File: config.mk
export PLATFORM = sky130hd
export DESIGN_NAME = mmap_pager
export DESIGN_NICKNAME = d
export VERILOG_FILES = /design/src/rtl/mmap_pkg.sv /design/src/rtl/mmap_regs.sv /design/src/rtl/mmap_slot_table.sv /design/src/rtl/mmap_xlate.sv /design/src/rtl/mmap_pager.sv
export SDC_FILE = /design/constraint.sdc
export NUM_CORES = 1
export LEC_CHECK = 0
export ABC_AREA = 1
export BUFFER_PORTS_ARGS = -buffer_cell sky130_fd_sc_hd__buf_2
export CAP_MARGIN = 20
export CORE_UTILIZATION = 40
export CTS_CLUSTER_SIZE = 25
export DETAILED_ROUTE_END_ITERATION = 8
export PLACE_DENSITY = 0.73
export SYNTH_ARGS = -nofsm -noshare
export SYNTH_HDL_FRONTEND = slang
export SYNTH_HIERARCHICAL = 1
export SYNTH_SLANG_ARGS = --single-unit
File: constraint.sdc
create_clock -name clk -period 2.15 [get_ports clk]
set_clock_uncertainty 0.1 [all_clocks]
set_input_delay 0.1075 -clock clk [delete_from_list [all_inputs] [get_ports clk]]
set_output_delay 0.1075 -clock clk [all_outputs]
set_load 0.1 [all_outputs]
File: src/rtl/mmap_pkg.sv
package mmap_pkg;
  localparam int PAGE_W = 3;

  typedef struct packed {
    logic              is_rom;
    logic [PAGE_W-1:0] page;
  } slot_map_t;

  typedef enum logic [1:0] {MODE_NORMAL, MODE_SPECIAL, MODE_LOCKED} map_mode_e;

  function automatic slot_map_t mk_ram(input logic [PAGE_W-1:0] p);
    slot_map_t m;
    m.is_rom = 1'b0;
    m.page   = p;
    return m;
  endfunction

  function automatic slot_map_t mk_rom(input logic [1:0] p);
    slot_map_t m;
    m.is_rom = 1'b1;
    m.page   = {1'b0, p};
    return m;
  endfunction

  function automatic slot_map_t legacy_map(input int s);
    case (s)
      0:       return mk_rom(2'd0);
      1:       return mk_ram(3'd5);
      2:       return mk_ram(3'd2);
      default: return mk_ram(3'd0);
    endcase
  endfunction

  function automatic slot_map_t special_map(input int s, input logic [1:0] lay);
    logic [PAGE_W-1:0] p;
    case (s)
      0:       p = (lay == 2'd0) ? 3'd0 : 3'd4;
      1:       p = (lay == 2'd0) ? 3'd1 : ((lay == 2'd3) ? 3'd7 : 3'd5);
      2:       p = (lay == 2'd0) ? 3'd2 : 3'd6;
      default: p = (lay == 2'd1) ? 3'd7 : 3'd3;
    endcase
    return mk_ram(p);
  endfunction

  function automatic slot_map_t normal_map(input int s, input logic [1:0] rom_idx,
                                           input logic [PAGE_W-1:0] top_ram);
    case (s)
      0:       return mk_rom(rom_idx);
      1:       return mk_ram(3'd5);
      2:       return mk_ram(3'd2);
      default: return mk_ram(top_ram);
    endcase
  endfunction
endpackage

File: src/rtl/mmap_regs.sv
module mmap_regs #(
  parameter int DATA_W   = 8,
  parameter int LOCK_BIT = 5
) (
  input  logic              clk,
  input  logic              rst_n,
  input  logic              cfg_we,
  input  logic              cfg_sel,
  input  logic [DATA_W-1:0] cfg_data,
  output logic [DATA_W-1:0] pri_q,
  output logic [DATA_W-1:0] sec_q,
  output logic              lock_q
);
  logic pri_wr, sec_wr;

  // A primary write is dropped entirely once the lock is on.
  assign pri_wr = cfg_we && !cfg_sel && !lock_q;
  assign sec_wr = cfg_we &&  cfg_sel;

  always_ff @(posedge clk) begin
    if (!rst_n) begin
      pri_q  <= '0;
      sec_q  <= '0;
      lock_q <= 1'b0;
    end else begin
      if (pri_wr) begin
        pri_q <= cfg_data;
        if (cfg_data[LOCK_BIT]) lock_q <= 1'b1;
      end
      if (sec_wr) sec_q <= cfg_data;
    end
  end
endmodule

File: src/rtl/mmap_slot_table.sv
module mmap_slot_table
  import mmap_pkg::*;
#(
  parameter int DATA_W = 8,
  parameter int SLOTS  = 4
) (
  input  logic [DATA_W-1:0]           pri_q,
  input  logic [DATA_W-1:0]           sec_q,
  input  logic                        lock_q,
  output slot_map_t [SLOTS-1:0]       maps
);
  map_mode_e   mode;
  logic [1:0]  rom_idx;
  logic [1:0]  layout;
  logic [PAGE_W-1:0] top_ram;
  logic [DATA_W-1:0] unused_reg_bits;

  assign unused_reg_bits = {pri_q[DATA_W-1:5], pri_q[3], sec_q[DATA_W-1:3]} == '0 ? '0 : '1;

  always_comb begin
    if (lock_q)        mode = MODE_LOCKED;
    else if (sec_q[0]) mode = MODE_SPECIAL;
    else               mode = MODE_NORMAL;
  end

  assign rom_idx = {sec_q[2], pri_q[4]};
  assign layout  = sec_q[2:1];
  assign top_ram = pri_q[PAGE_W-1:0];

  for (genvar s = 0; s < SLOTS; s++) begin : g_slot
    always_comb begin
      case (mode)
        MODE_LOCKED:  maps[s] = legacy_map(s);
        MODE_SPECIAL: maps[s] = special_map(s, layout);
        default:      maps[s] = normal_map(s, rom_idx, top_ram);
      endcase
    end
  end
endmodule

File: src/rtl/mmap_xlate.sv
module mmap_xlate
  import mmap_pkg::*;
#(
  parameter int ADDR_W = 16,
  parameter int OFS_W  = 14,
  parameter int SLOTS  = 4
) (
  input  logic [ADDR_W-1:0]      cpu_addr,
  input  logic                   cpu_wr,
  input  slot_map_t [SLOTS-1:0]  maps,
  output logic [PAGE_W+OFS_W-1:0] mem_addr,
  output logic                   mem_is_rom,
  output logic                   mem_we
);
  localparam int SLOT_W = ADDR_W - OFS_W;

  logic [SLOT_W-1:0] slot;
  slot_map_t         hit;

  assign slot       = cpu_addr[ADDR_W-1 -: SLOT_W];
  assign hit        = maps[slot];
  assign mem_addr   = {hit.page, cpu_addr[OFS_W-1:0]};
  assign mem_is_rom = hit.is_rom;
  assign mem_we     = cpu_wr && !hit.is_rom;
endmodule

File: src/rtl/mmap_pager.sv
module mmap_pager
  import mmap_pkg::*;
#(
  parameter int ADDR_W = 16,
  parameter int OFS_W  = 14,
  parameter int DATA_W = 8
) (
  input  logic                    clk,
  input  logic                    rst_n,
  input  logic                    cfg_we,
  input  logic                    cfg_sel,
  input  logic [DATA_W-1:0]       cfg_data,
  input  logic [ADDR_W-1:0]       cpu_addr,
  input  logic                    cpu_wr,
  output logic [PAGE_W+OFS_W-1:0] mem_addr,
  output logic                    mem_is_rom,
  output logic                    mem_we
);
  localparam int SLOTS = 1 << (ADDR_W - OFS_W);

  logic [DATA_W-1:0]     pri_q, sec_q;
  logic                  lock_q;
  slot_map_t [SLOTS-1:0] maps;

  mmap_regs #(.DATA_W(DATA_W)) u_regs (
    .clk(clk), .rst_n(rst_n), .cfg_we(cfg_we), .cfg_sel(cfg_sel),
    .cfg_data(cfg_data), .pri_q(pri_q), .sec_q(sec_q), .lock_q(lock_q)
  );

  mmap_slot_table #(.DATA_W(DATA_W), .SLOTS(SLOTS)) u_table (
    .pri_q(pri_q), .sec_q(sec_q), .lock_q(lock_q), .maps(maps)
  );

  mmap_xlate #(.ADDR_W(ADDR_W), .OFS_W(OFS_W), .SLOTS(SLOTS)) u_xlate (
    .cpu_addr(cpu_addr), .cpu_wr(cpu_wr), .maps(maps),
    .mem_addr(mem_addr), .mem_is_rom(mem_is_rom), .mem_we(mem_we)
  );
endmodule

After elaboration in Yosys (flattened, before gate mapping)
Index checks and enable logic that the tools add are counted.
- register bits: 9
- input port bits: 29
- output and inout port bits: 19
- word-level logic and storage cells: 30
- $lt $le $gt $ge: 1
- equal/unequal tests: 4
- muxes and demuxes: 13
- reduce and logical (&&, ||, !) cells: 9
- operators with widths (cell ; count):
    $mux 3 ; 6
    $bmux 4 s2 ; 1
    $pmux 4 s2 ; 1
    $pmux 3 s2 ; 1
    $eq 2x1->1 const B ; 2
    $eq 2x2->1 const B ; 2
    $logic_and 1x1->1 ; 4
    $mux 2 ; 2
    $mux 4 ; 1
    $logic_not 1->1 ; 3
    $lt 2x3->1 const B ; 1
    $logic_not 2->1 ; 1
    $reduce_and 2->1 ; 1
    $mux 1 ; 1

Depth between registers and ports, before layout
- depth in word-level cells: 8
- mapped depth: 7

By module
Netlist, hierarchy kept.
- modules (own cells, without submodules) (module ; times used ; cells each ; area each (µm²)):
    mmap_regs ; 1 ; 73 ; 619.3
    mmap_xlate ; 1 ; 51 ; 296.5
    mmap_slot_table ; 1 ; 31 ; 153.9

Worst setup path after synthesis
Ideal clock, no wire load.
- kind: flip-flop to output port
- from: register u_regs.lock_q
- to: output mem_we
- data arrival time: 1.936 ns
- data required time: 1.942 ns
- setup slack: 0.006 ns
- cell stages (with the launch flop): 8
- path buffers: 0
- path through: dfxtp_1 inv_2 nand2_2 inv_1 nand2_2 nand3_2 nand2_2 nor2_2
- RTL lines (item ; RTL line ; text):
    from (decl) ; mmap_regs.sv:12 ; output logic lock_q
    from (signal assigned) ; mmap_regs.sv:24 ; lock_q <= 1'b0;
    from (signal assigned) ; mmap_regs.sv:28 ; if (cfg_data[LOCK_BIT]) lock_q <= 1'b1;
    to (decl) ; mmap_pager.sv:17 ; output logic mem_we

==> impl_metrics.json <==
{
  "status": "completed",
  "cp-start-kind": "register",
  "initial_utilization_pct": 44.0,
  "place_congestion": 0.770,
  "fin_crit_sh_pct": 85.7,
  "cp_max_fo": 6,
  "grt_pass1_vias": 535,
  "cts.clk_slew.worst_paths_ns": 0.06,
  "yosys_warnings": 6,
  "io_buffers": 16,
  "peakVddDrop_mv": 0.350,
  "cts_buffers": 3,
  "cp.required_ns": 1.94,
  "antenna_found_initial": 0,
  "place_hpwl_um": 1020,
  "ff2ff_path_depth": 3,
  "drive_above_1_share_pct": 33.1,
  "fmax_mhz": 543,
  "core-area_sq_mm": 0.00176,
  "drc": 0,
  "fp.dieW_um": 46.1,
  "diodes": 0,
  "vias": 641,
  "min_path_cells": 3,
  "netlist_instances": 120,
  "via_per_inst": 4.39,
  "cts_resized": 0,
  "final_area_sq_um": 753,
  "drt_pass1_iterations": 4,
  "endpoint_kind": "output pin",
  "fin_cells": 146,
  "ios": 48,
  "syn2layout_area_growth_pct": -3.06,
  "dpl.cell_count": 143,
  "post_cts.repair.setup_buffers": 0,
  "overflow": 0,
  "syn_area_sq_um": 777,
  "avgSynthCellArea_sq_um": 6.47,
  "row_count": 15,
  "min_period_ns": 1.84,
  "drt_wl_total_um": 1240,
  "final_cell_mix": "23 x nor2_1, 16 x buf_2, 13 x nand2_1, 9 x inv_1, 8 x dfxtp_1",
  "p_per_area_mw_per_mm2": 584,
  "cts.sinks": 8,
  "postCtsHoldBufs": 0,
  "drt_iter0_markers": 20,
  "post_drt_wl_per_cell_um": 8.47,
  "critPathKind": "reg -> out",
  "clk_latency_ns": 0.24,
  "hold_viol": 0,
  "grt_pass1_wl_um": 2130,
  "maxCapViolations": 0,
  "cp.arrival_ns": 1.63,
  "clock_path_buffers": 2,
  "tns_ns": 0,
  "dieHeight_um": 46.1,
  "slew_violations": 0,
  "utilization_pct": 42.7,
  "grt_max_degree": 10,
  "die_area_sq_mm": 0.00212,
  "layout_commonest_cell": "nor2_1",
  "finish.net_count": 152,
  "cts_root_buf": "clkbuf_4",
  "dpl_cell_area_sq_um": 731,
  "p_total_mw": 0.440,
  "htreeDepth": 1,
  "worstHoldPathType": "in -> reg",
  "ant_nets": 0,
  "rsz0062_at_grt": "false",
  "track_usage_pct": 13.6,
  "tritoncts": "built",
  "finalSetupViolations": 0,
  "p_leak_nw": 0.362
}
## where the power goes
group          switching [mW]  internal [mW]  leakage, nW  total (mW)
combinational           0.123         0.0405        0.283       0.164
clock                  0.0469         0.0636       0.0138       0.111
sequential            0.00866          0.157       0.0656       0.166
total                   0.179          0.261        0.362       0.440
## worst max-delay path, stage by stage, from the launching register on
cell and delay [ns]:
dfxtp_1 0.40, inv_2 0.11, nand2_2 0.07, a21oi_1 0.12, nor2_1 0.05, nor2_1 0.08, o21ai_0 0.08, nand2_1 0.06
buf_2 0.42
## final timing paths
path                                      start               to  slack [ns]
worst max-delay path              u_regs/lock_q     mem_addr[16]        0.31
worst min-delay path                cfg_data[0]  u_regs/sec_q[0]        0.02
worst max register to register    u_regs/lock_q  u_regs/pri_q[1]        1.06
worst min register to register  u_regs/pri_q[0]  u_regs/pri_q[0]        0.37
## sequential cells by signal (all words and copies together) (netlist names)
name and count:
u_regs/pri_q 4, u_regs/sec_q 3, u_regs/lock_q 1
## stage by stage
| step | worst slack (ns) | hold slack (ns) |
|---|---|---|
| 2_1_floorplan | 0.00615 | 0.146 |
| 3_3_place_gp | 0.568 | 0.116 |
| 3_5_place_dp | 0.563 | 0.116 |
| 4_1_cts | 0.289 | 0.0125 |
| 5_1_grt | 0.152 | 0.0195 |
| 6_report | 0.308 | 0.0216 |
## layer usage
| metal | part of all wire, % | global-route usage (%) | wire, um | vias to the layer above |
|---|---|---|---|---|
| li1 | - | - | - | 348 |
| met1 | 48 | 17.3 | 593 | 260 |
| met2 | 44 | 21.4 | 547 | 27 |
| met3 | 6.5 | 2.75 | 81 | 6 |
| met4 | 1.1 | 7.06 | 14 | 0 |
| met5 | 0 | 0 | 0 | - |
## area by class of cell
class | count | area [sq um]
Tap cell | 25 | 31.3
Timing Repair Buffer | 16 | 80.1
Sequential cell | 8 | 160
Multi-Input combinational cell | 79 | 393
Clock buffer | 3 | 22.5
Fill cell | 209 | 1010
Inverter | 15 | 66.3
(Power assumes the default switching activity.)
